`config.mk`:
```
export PLATFORM = sky130hd
export DESIGN_NAME = cfg_bridge
export DESIGN_NICKNAME = d
export VERILOG_FILES = /design/src/rtl/cfg_bridge_pkg.sv /design/src/rtl/cfg_addr_reg.sv /design/src/rtl/cfg_gate.sv /design/src/rtl/cfg_rsp.sv /design/src/rtl/cfg_bridge.sv
export SDC_FILE = /design/constraint.sdc
export NUM_CORES = 1
export LEC_CHECK = 0
export BUFFER_PORTS_ARGS = -buffer_cell sky130_fd_sc_hd__buf_2
export CORE_ASPECT_RATIO = 1.2
export CORE_MARGIN = 2
export CORE_UTILIZATION = 39
export DETAILED_ROUTE_END_ITERATION = 8
export GPL_ROUTABILITY_DRIVEN = 0
export PLACE_DENSITY = 0.73
export SLEW_MARGIN = 25
export SYNTH_ARGS = -nofsm -noshare
export SYNTH_HDL_FRONTEND = slang
export SYNTH_HIERARCHICAL = 1
export SYNTH_SLANG_ARGS = --single-unit
```
`constraint.sdc`:
```
create_clock -name clk -period 5.7 [get_ports clk]
set_input_delay 0.855 -clock clk [delete_from_list [all_inputs] [get_ports clk]]
set_output_delay 0.855 -clock clk [all_outputs]
set_load 0.005 [all_outputs]
```
`src/rtl/cfg_bridge_pkg.sv`:
```
`timescale 1ns/1ps
package cfg_bridge_pkg;

  typedef enum logic {
    WIN_ADDR = 1'b0,
    WIN_DATA = 1'b1
  } win_e;

  typedef struct packed {
    logic [7:0] bus;
    logic [4:0] dev;
    logic [2:0] fn;
    logic [7:0] roff;
  } cfg_tgt_t;

  function automatic logic size_legal(input logic [2:0] sz);
    return (sz == 3'd1) || (sz == 3'd2) || (sz == 3'd4);
  endfunction

endpackage

```
`src/rtl/cfg_addr_reg.sv`:
```
`timescale 1ns/1ps
module cfg_addr_reg #(
  parameter int unsigned DW = 32
) (
  input  logic          clk,
  input  logic          rst_n,
  input  logic          wr_en,
  input  logic [DW-1:0] wdata,
  output logic [DW-1:0] addr_q
);

  logic [DW-1:0] addr_d;

  always_comb begin
    addr_d = addr_q;
    if (wr_en) addr_d = wdata;
  end

  always_ff @(posedge clk or negedge rst_n) begin
    if (!rst_n) addr_q <= '0;
    else        addr_q <= addr_d;
  end

endmodule

```
`src/rtl/cfg_gate.sv`:
```
`timescale 1ns/1ps
module cfg_gate
  import cfg_bridge_pkg::*;
#(
  parameter int unsigned DW    = 32,
  parameter int unsigned LIM_W = 13,
  parameter int unsigned SPACE = 256
) (
  input  logic [DW-1:0]    addr_q,
  input  logic [1:0]       off,
  input  logic [2:0]       size,
  input  logic [LIM_W-1:0] limit_req,
  input  logic             present,
  input  logic             powered,
  input  logic             fn0,
  input  logic             hotplug,
  input  logic             ext_ok,
  output cfg_tgt_t         tgt,
  output logic [2:0]       len,
  output logic             pass
);

  localparam int unsigned OFFW = $clog2(SPACE);
  localparam logic [LIM_W-1:0] SPACE_L = LIM_W'(SPACE);

  logic [DW-1:0]    eff;
  logic [LIM_W-1:0] lim_eff;
  logic [LIM_W-1:0] roff_l;
  logic [LIM_W-1:0] room;
  logic             in_range;
  logic             live;
  logic [6:0]       unused_hi;

  assign eff       = addr_q | {{(DW-2){1'b0}}, off};
  assign unused_hi = eff[30:24];

  always_comb begin
    tgt.bus  = eff[23:16];
    tgt.dev  = eff[15:11];
    tgt.fn   = eff[10:8];
    tgt.roff = eff[7:0];
  end

  always_comb begin
    lim_eff = limit_req;
    if ((limit_req > SPACE_L) && !ext_ok) lim_eff = SPACE_L;
  end

  assign roff_l   = {{(LIM_W-OFFW){1'b0}}, eff[OFFW-1:0]};
  assign in_range = roff_l < lim_eff;
  assign room     = lim_eff - roff_l;

  always_comb begin
    if (room < {{(LIM_W-3){1'b0}}, size}) len = room[2:0];
    else                                 len = size;
  end

  assign live = present && powered && !(hotplug && !fn0);
  assign pass = addr_q[DW-1] && size_legal(size) && in_range && live;

endmodule

```
`src/rtl/cfg_rsp.sv`:
```
`timescale 1ns/1ps
module cfg_rsp #(
  parameter int unsigned DW = 32
) (
  input  logic          clk,
  input  logic          rst_n,
  input  logic          req_valid,
  input  logic          sel_addr,
  input  logic          fwd_read,
  input  logic [DW-1:0] addr_q,
  input  logic [DW-1:0] dn_rdata,
  output logic          rsp_valid,
  output logic [DW-1:0] rsp_rdata
);

  logic [DW-1:0] rdata_d;
  logic          cap_en;

  assign cap_en = req_valid;

  always_comb begin
    if (sel_addr)      rdata_d = addr_q;
    else if (fwd_read) rdata_d = dn_rdata;
    else               rdata_d = '1;
  end

  always_ff @(posedge clk or negedge rst_n) begin
    if (!rst_n) rsp_valid <= 1'b0;
    else        rsp_valid <= req_valid;
  end

  always_ff @(posedge clk or negedge rst_n) begin
    if (!rst_n)      rsp_rdata <= '1;
    else if (cap_en) rsp_rdata <= rdata_d;
  end

endmodule

```
`src/rtl/cfg_bridge.sv`:
```
`timescale 1ns/1ps
module cfg_bridge
  import cfg_bridge_pkg::*;
#(
  parameter int unsigned DW    = 32,
  parameter int unsigned LIM_W = 13,
  parameter int unsigned SPACE = 256
) (
  input  logic             clk,
  input  logic             rst_n,
  input  logic             req_valid,
  input  logic             req_win,
  input  logic             req_write,
  input  logic [1:0]       req_off,
  input  logic [2:0]       req_size,
  input  logic [DW-1:0]    req_wdata,
  input  logic [LIM_W-1:0] win_limit,
  output logic             rsp_valid,
  output logic [DW-1:0]    rsp_rdata,
  output logic             dn_valid,
  output logic             dn_write,
  output logic [7:0]       dn_bus,
  output logic [4:0]       dn_dev,
  output logic [2:0]       dn_fn,
  output logic [7:0]       dn_reg,
  output logic [2:0]       dn_len,
  output logic [DW-1:0]    dn_wdata,
  input  logic             dn_present,
  input  logic             dn_powered,
  input  logic             dn_fn0,
  input  logic             dn_hotplug,
  input  logic             dn_ext_ok,
  input  logic [DW-1:0]    dn_rdata
);

  logic [DW-1:0] cfg_addr_q;
  logic          addr_wr;
  logic          sel_addr;
  logic          is_data;
  logic          gate_pass;
  cfg_tgt_t      tgt;

  assign sel_addr = req_valid && (win_e'(req_win) == WIN_ADDR);
  assign is_data  = req_valid && (win_e'(req_win) == WIN_DATA);
  assign addr_wr  = sel_addr && req_write && (req_off == 2'd0) && (req_size == 3'd4);

  cfg_addr_reg #(.DW(DW)) u_areg (
    .clk    (clk),
    .rst_n  (rst_n),
    .wr_en  (addr_wr),
    .wdata  (req_wdata),
    .addr_q (cfg_addr_q)
  );

  cfg_gate #(.DW(DW), .LIM_W(LIM_W), .SPACE(SPACE)) u_gate (
    .addr_q    (cfg_addr_q),
    .off       (req_off),
    .size      (req_size),
    .limit_req (win_limit),
    .present   (dn_present),
    .powered   (dn_powered),
    .fn0       (dn_fn0),
    .hotplug   (dn_hotplug),
    .ext_ok    (dn_ext_ok),
    .tgt       (tgt),
    .len       (dn_len),
    .pass      (gate_pass)
  );

  assign dn_valid = is_data && gate_pass;
  assign dn_write = req_write;
  assign dn_bus   = tgt.bus;
  assign dn_dev   = tgt.dev;
  assign dn_fn    = tgt.fn;
  assign dn_reg   = tgt.roff;
  assign dn_wdata = req_wdata;

  cfg_rsp #(.DW(DW)) u_rsp (
    .clk       (clk),
    .rst_n     (rst_n),
    .req_valid (req_valid),
    .sel_addr  (sel_addr),
    .fwd_read  (dn_valid && !req_write),
    .addr_q    (cfg_addr_q),
    .dn_rdata  (dn_rdata),
    .rsp_valid (rsp_valid),
    .rsp_rdata (rsp_rdata)
  );

endmodule

```
# Word-level counts from Yosys, hierarchy flattened
# Cells that the tools add are included.
# word_totals
inputBits	92
output_inout_bits	94
reg_bits	65
# op_classes
add_sub_neg	1
n_eq_ne	3
n_mux	4
bitwise_logic	2
reduce_logical	21
n_lt_le_gt_ge	3
# op_table
operator	n
two-way mux 32 bit	2
bitwise OR 24 x 2 -> 24 bit	1
logical AND 1 bit	14
> comparator 13 x 9 -> 1 bit (second input constant)	1
< comparator 13 x 3 -> 1 bit	1
< comparator 8 x 13 -> 1 bit	1
two-way mux 13 bit	1
subtractor 13 x 8 -> 13 bit	1
logical NOT 1 bit	4
== test 3 x 1 -> 1 bit (second input constant)	1
== test 3 x 2 -> 1 bit (second input constant)	1
== test 3 bit (second input constant)	1
two-way mux 3 bit	1
logical NOT 2 bit	1
logical OR 1 bit	2
inverter 1 bit	1

# Logic depth before layout (Yosys ltp)
# logic_depth
depth_word	10
ltp_mapped	16
ltp_nobuf	14

# Modules after synthesis
# Netlist, hierarchy kept.
# by_module_without_submodules
mod	cells_each	n_inst	area_each_um2
cfg_rsp	177	1	1910.6
cfg_addr_reg	68	1	1345.0
cfg_gate	126	1	913.4
cfg_bridge	38	1	281.5

# Worst setup path after synthesis
# OpenSTA, ideal clock, no wires.
# synth_timing
path_type	input port to output port
from	input port win_limit[4]
to	output port dn_len[1]
setup_slack_ns	1.035
t_required_ns	4.845
cell_stages	12
t_arrival_ns	3.810
cell_sequence	or4_1 > o21ai_1 > a21oi_2 > nand2b_1 > ha_1 > inv_1 > fa_1 > ha_1 > a21o_2 > a2111oi_4 > o2111ai_2 > mux2_2
# synth_via
elab_chain_len	6
# synth_rtl
item	line	rtl
from (decl)	cfg_bridge.sv:17	input logic [LIM_W-1:0] win_limit,
> comparator 13 x 9 -> 1 bit	cfg_gate.sv:46	if ((limit_req > SPACE_L) && !ext_ok) lim_eff = SPACE_L;
logical AND 1 bit	cfg_gate.sv:46	
two-way mux 13 bit *	cfg_gate.sv:46	
subtractor 13 x 8 -> 13 bit *	cfg_gate.sv:51	assign room = lim_eff - roff_l;
< comparator 13 x 3 -> 1 bit	cfg_gate.sv:54	if (room < {{(LIM_W-3){1'b0}}, size}) len = room[2:0];
two-way mux 3 bit *	cfg_gate.sv:54	
to (decl)	cfg_bridge.sv:26	output logic [2:0] dn_len,
# Every way passes the cells marked *; elsewhere a longest branch is shown, timed or not.

# Final worst setup path
# layout_timing
from	input port win_limit[9]
to	output port dn_len[2]
# Same word-level chain as after synthesis.

==> impl_metrics.json <==
{
  "status": "completed",
  "post_drt_wl_per_cell_microns": 15.5,
  "diodes": 0,
  "antenna_found_initial": 0,
  "grt_max_degree": 68,
  "die_w_microns": 102,
  "period_minus_slack_ns": 5.21,
  "slowest_delay_ns": 0.66,
  "final_cells": 692,
  "clock_path_buffers": 2,
  "async_flop_share_pct": 100,
  "arrival_ns": 4.36,
  "cp-end-kind": "primary output",
  "numPortBuffers": 185,
  "drc": 0,
  "start_util_pct": 40.1,
  "comb_power_share_pct": 20.4,
  "regArea_sq_um": 1670,
  "setup_viol": 0,
  "ys_seq_area_share_pct": 37.4,
  "grt_pass1_vias": 3333,
  "ys_ff_latch": 65,
  "vias_per_cell": 4.86,
  "vias": 3361,
  "cts-buffers-inserted": 9,
  "synth_warnings": 6,
  "hold_class": "reg -> reg",
  "drive_gt1_share_pct": 58.2,
  "synthesis.area_sq_um": 4450,
  "dpl_worst_slack_ns": 0.575,
  "path_buf_inv": 3,
  "drt-pass1-iter-count": 4,
  "p_leak_nw": 2.52,
  "synth_edf_count": 0,
  "dieArea_sq_um": 12300,
  "drtIter0Drc": 150,
  "p_int_w": 0.00106,
  "post_cts_buffers": 0,
  "io_pins": 186,
  "synth_top_area_cell": "dfstp_2",
  "routed_wl_mm": 10.7,
  "clk_pin_slew_ns": 0.05,
  "min_period_over_period_pct": 91.4,
  "fin_worst_skew_ns": 0.00699,
  "postRouteAntennaNets": 0,
  "cpLargestDelayFamily": "compound AO/OA/AOI/OAI gates",
  "max_cap_viol_count": 0,
  "peakVddDrop_mv": 0.160,
  "cts_sinks": 65,
  "worstSkewPairLatency_ns": 0.32,
  "nets": 636,
  "powerDensity_nw_per_um2": 265,
  "dp.cells": 676,
  "cts_root_buf": "clkbuf_16",
  "areaGrowthSynthToFinish_pct": 20.5,
  "fillers": 1050,
  "p_clk_share_pct": 41.4,
  "crit_chain": "buf_2, nor4_1, a21oi_2, nand2b_1, ha_1, inv_1, fa_1, ha_1, a21o_2, a2111oi_4, o2111ai_2, mux2_2, buf_2",
  "finish.utilization_pct": 48.4,
  "synth.distinct_cells": 52,
  "crit_type": "in -> out",
  "cts_resized": 0,
  "report.final.slew_viol_count": 0,
  "hpwlAfterDp_mm": 7.61,
  "syn_inst": 409,
  "synth_most_common_cell": "buf_4",
  "cp_max_fo": 9,
  "synthFlopType": "dfrtp_1",
  "slew_headroom_pct": 44.1,
  "seq_power_share_pct": 38.2,
  "rows": 42,
  "die_y_microns": 121,
  "grt-ovfl-total": 0,
  "rsz0062_at_grt": "false",
  "grt_pass1_wl_mm": 16.7,
  "coreArea_sq_um": 11100,
  "track_usage_pct": 17.4,
  "hold_violations": 0,
  "tightest_slew_ns": 0.839,
  "p_sw_w": 0.000356,
  "synth_area_leaders": "dfstp_2 (19%), dfrtp_1 (19%), mux2_4 (10%)",
  "swShare_pct": 25.1,
  "h-tree-depth": 3,
  "cts_tree": "built",
  "slowest_stage": "nor4_1",
  "post_synth.cell_area_avg_sq_um": 10.9,
  "critPathLaunchType": "primary input",
  "crit_required_ns": 4.85,
  "syn_nets": 512,
  "multi_input_area_sq_um": 2160,
  "tns_ns": 0,
  "fmax_mhz": 192,
  "synthTopCellsByCount": "buf_4 (56), nor2b_1 (41), dfrtp_1 (33)",
  "yosysTopAreaCellShare_pct": 18.9,
  "hold_buffers": 0,
  "setup_ws_ns": 0.490
}
[stage by stage]
stage	cell area [sq um]	power, W	hold WS (ns)
finish	5360	0.00142	0.502
floorplan	4450	0.000743	0.471
detailed placement	5050	0.000838	0.482
CTS	5360	0.00144	0.501
global route	5360	0.00149	0.531
global placement	5040	0.000829	0.483
[area by class of cell]
cell class	instances	share of cell area (%)
Sequential cell	65	31.1
Inverter	17	1.19
Clock buffer	13	4.67
Clock inverter	3	1.21
Multi-Input combinational cell	250	40.3
Tap cell	154	3.59
Timing Repair Buffer	190	18.0
[registers in the layout (all words and copies together), names as in the netlist]
register         flops
u_rsp/rsp_valid      1
u_areg/addr_q       32
u_rsp/rsp_rdata     32
[logic make-up (layout without fill, tap and decap cells)]
| group | count (synthesis) | count (layout) | share of synthesized area [%] |
|---|---|---|---|
| muxes | 37 | 37 | 11.9 |
| DFF | 65 | 65 | 37.4 |
| AOI/OAI and AO/OA | 64 | 64 | 11.9 |
| buffers and inverters | 94 | 223 | 14.3 |
| and+or+nand+nor | 134 | 134 | 20.4 |
| xor gates and xnor gates | 4 | 4 | 0.787 |
| adders and majority gates | 11 | 11 | 3.26 |
[final timing paths]
| check | startpoint | to | slack (ns) | depth (start not counted) |
|---|---|---|---|---|
| setup / recovery | win_limit[9] | dn_len[2] | 0.49 | 13 |
| hold / removal | u_areg/addr_q[24] | u_areg/addr_q[24] | 0.50 | 1 |
| setup reg to reg | u_areg/addr_q[0] | u_rsp/rsp_rdata[1] | 2.35 | 12 |
| hold reg to reg | u_areg/addr_q[24] | u_areg/addr_q[24] | 0.50 | 1 |
| max in group asynchronous | rst_n | u_areg/addr_q[17] | 4.43 | 2 |
| min in group asynchronous | rst_n | u_rsp/rsp_valid | 0.71 | 2 |
[power groups by stage]
stage	Sequential (W)	Combinational, W	Clock [W]
after floorplan	0.000545	0.000198	0
after global placement	0.000547	0.000282	0
after detailed placement	0.000549	0.000289	0
after CTS	0.000542	0.000291	0.000608
after global routing	0.000548	0.000317	0.000630
final	0.000542	0.000290	0.000588
[metal layers]
layer	vias up	GRT usage, %	part of all wire [%]	wire [microns]
li1	1622	-	-	-
met1	1591	20.2	42	4460
met2	135	31.2	51	5500
met3	13	2.65	5.3	565
met4	0	7.35	2.0	212
met5	-	0	0	0
[layout by cell type (no fill, tap or decap), drive strengths merged, types with 13 or more instances in the layout]
master	count
buf	190
inv	17
a31o	32
nand2b	24
dfstp	32
nor2b	41
mux2	35
or3b	32
dfrtp	33
clkbuf	13
(Power assumes the default switching activity.)
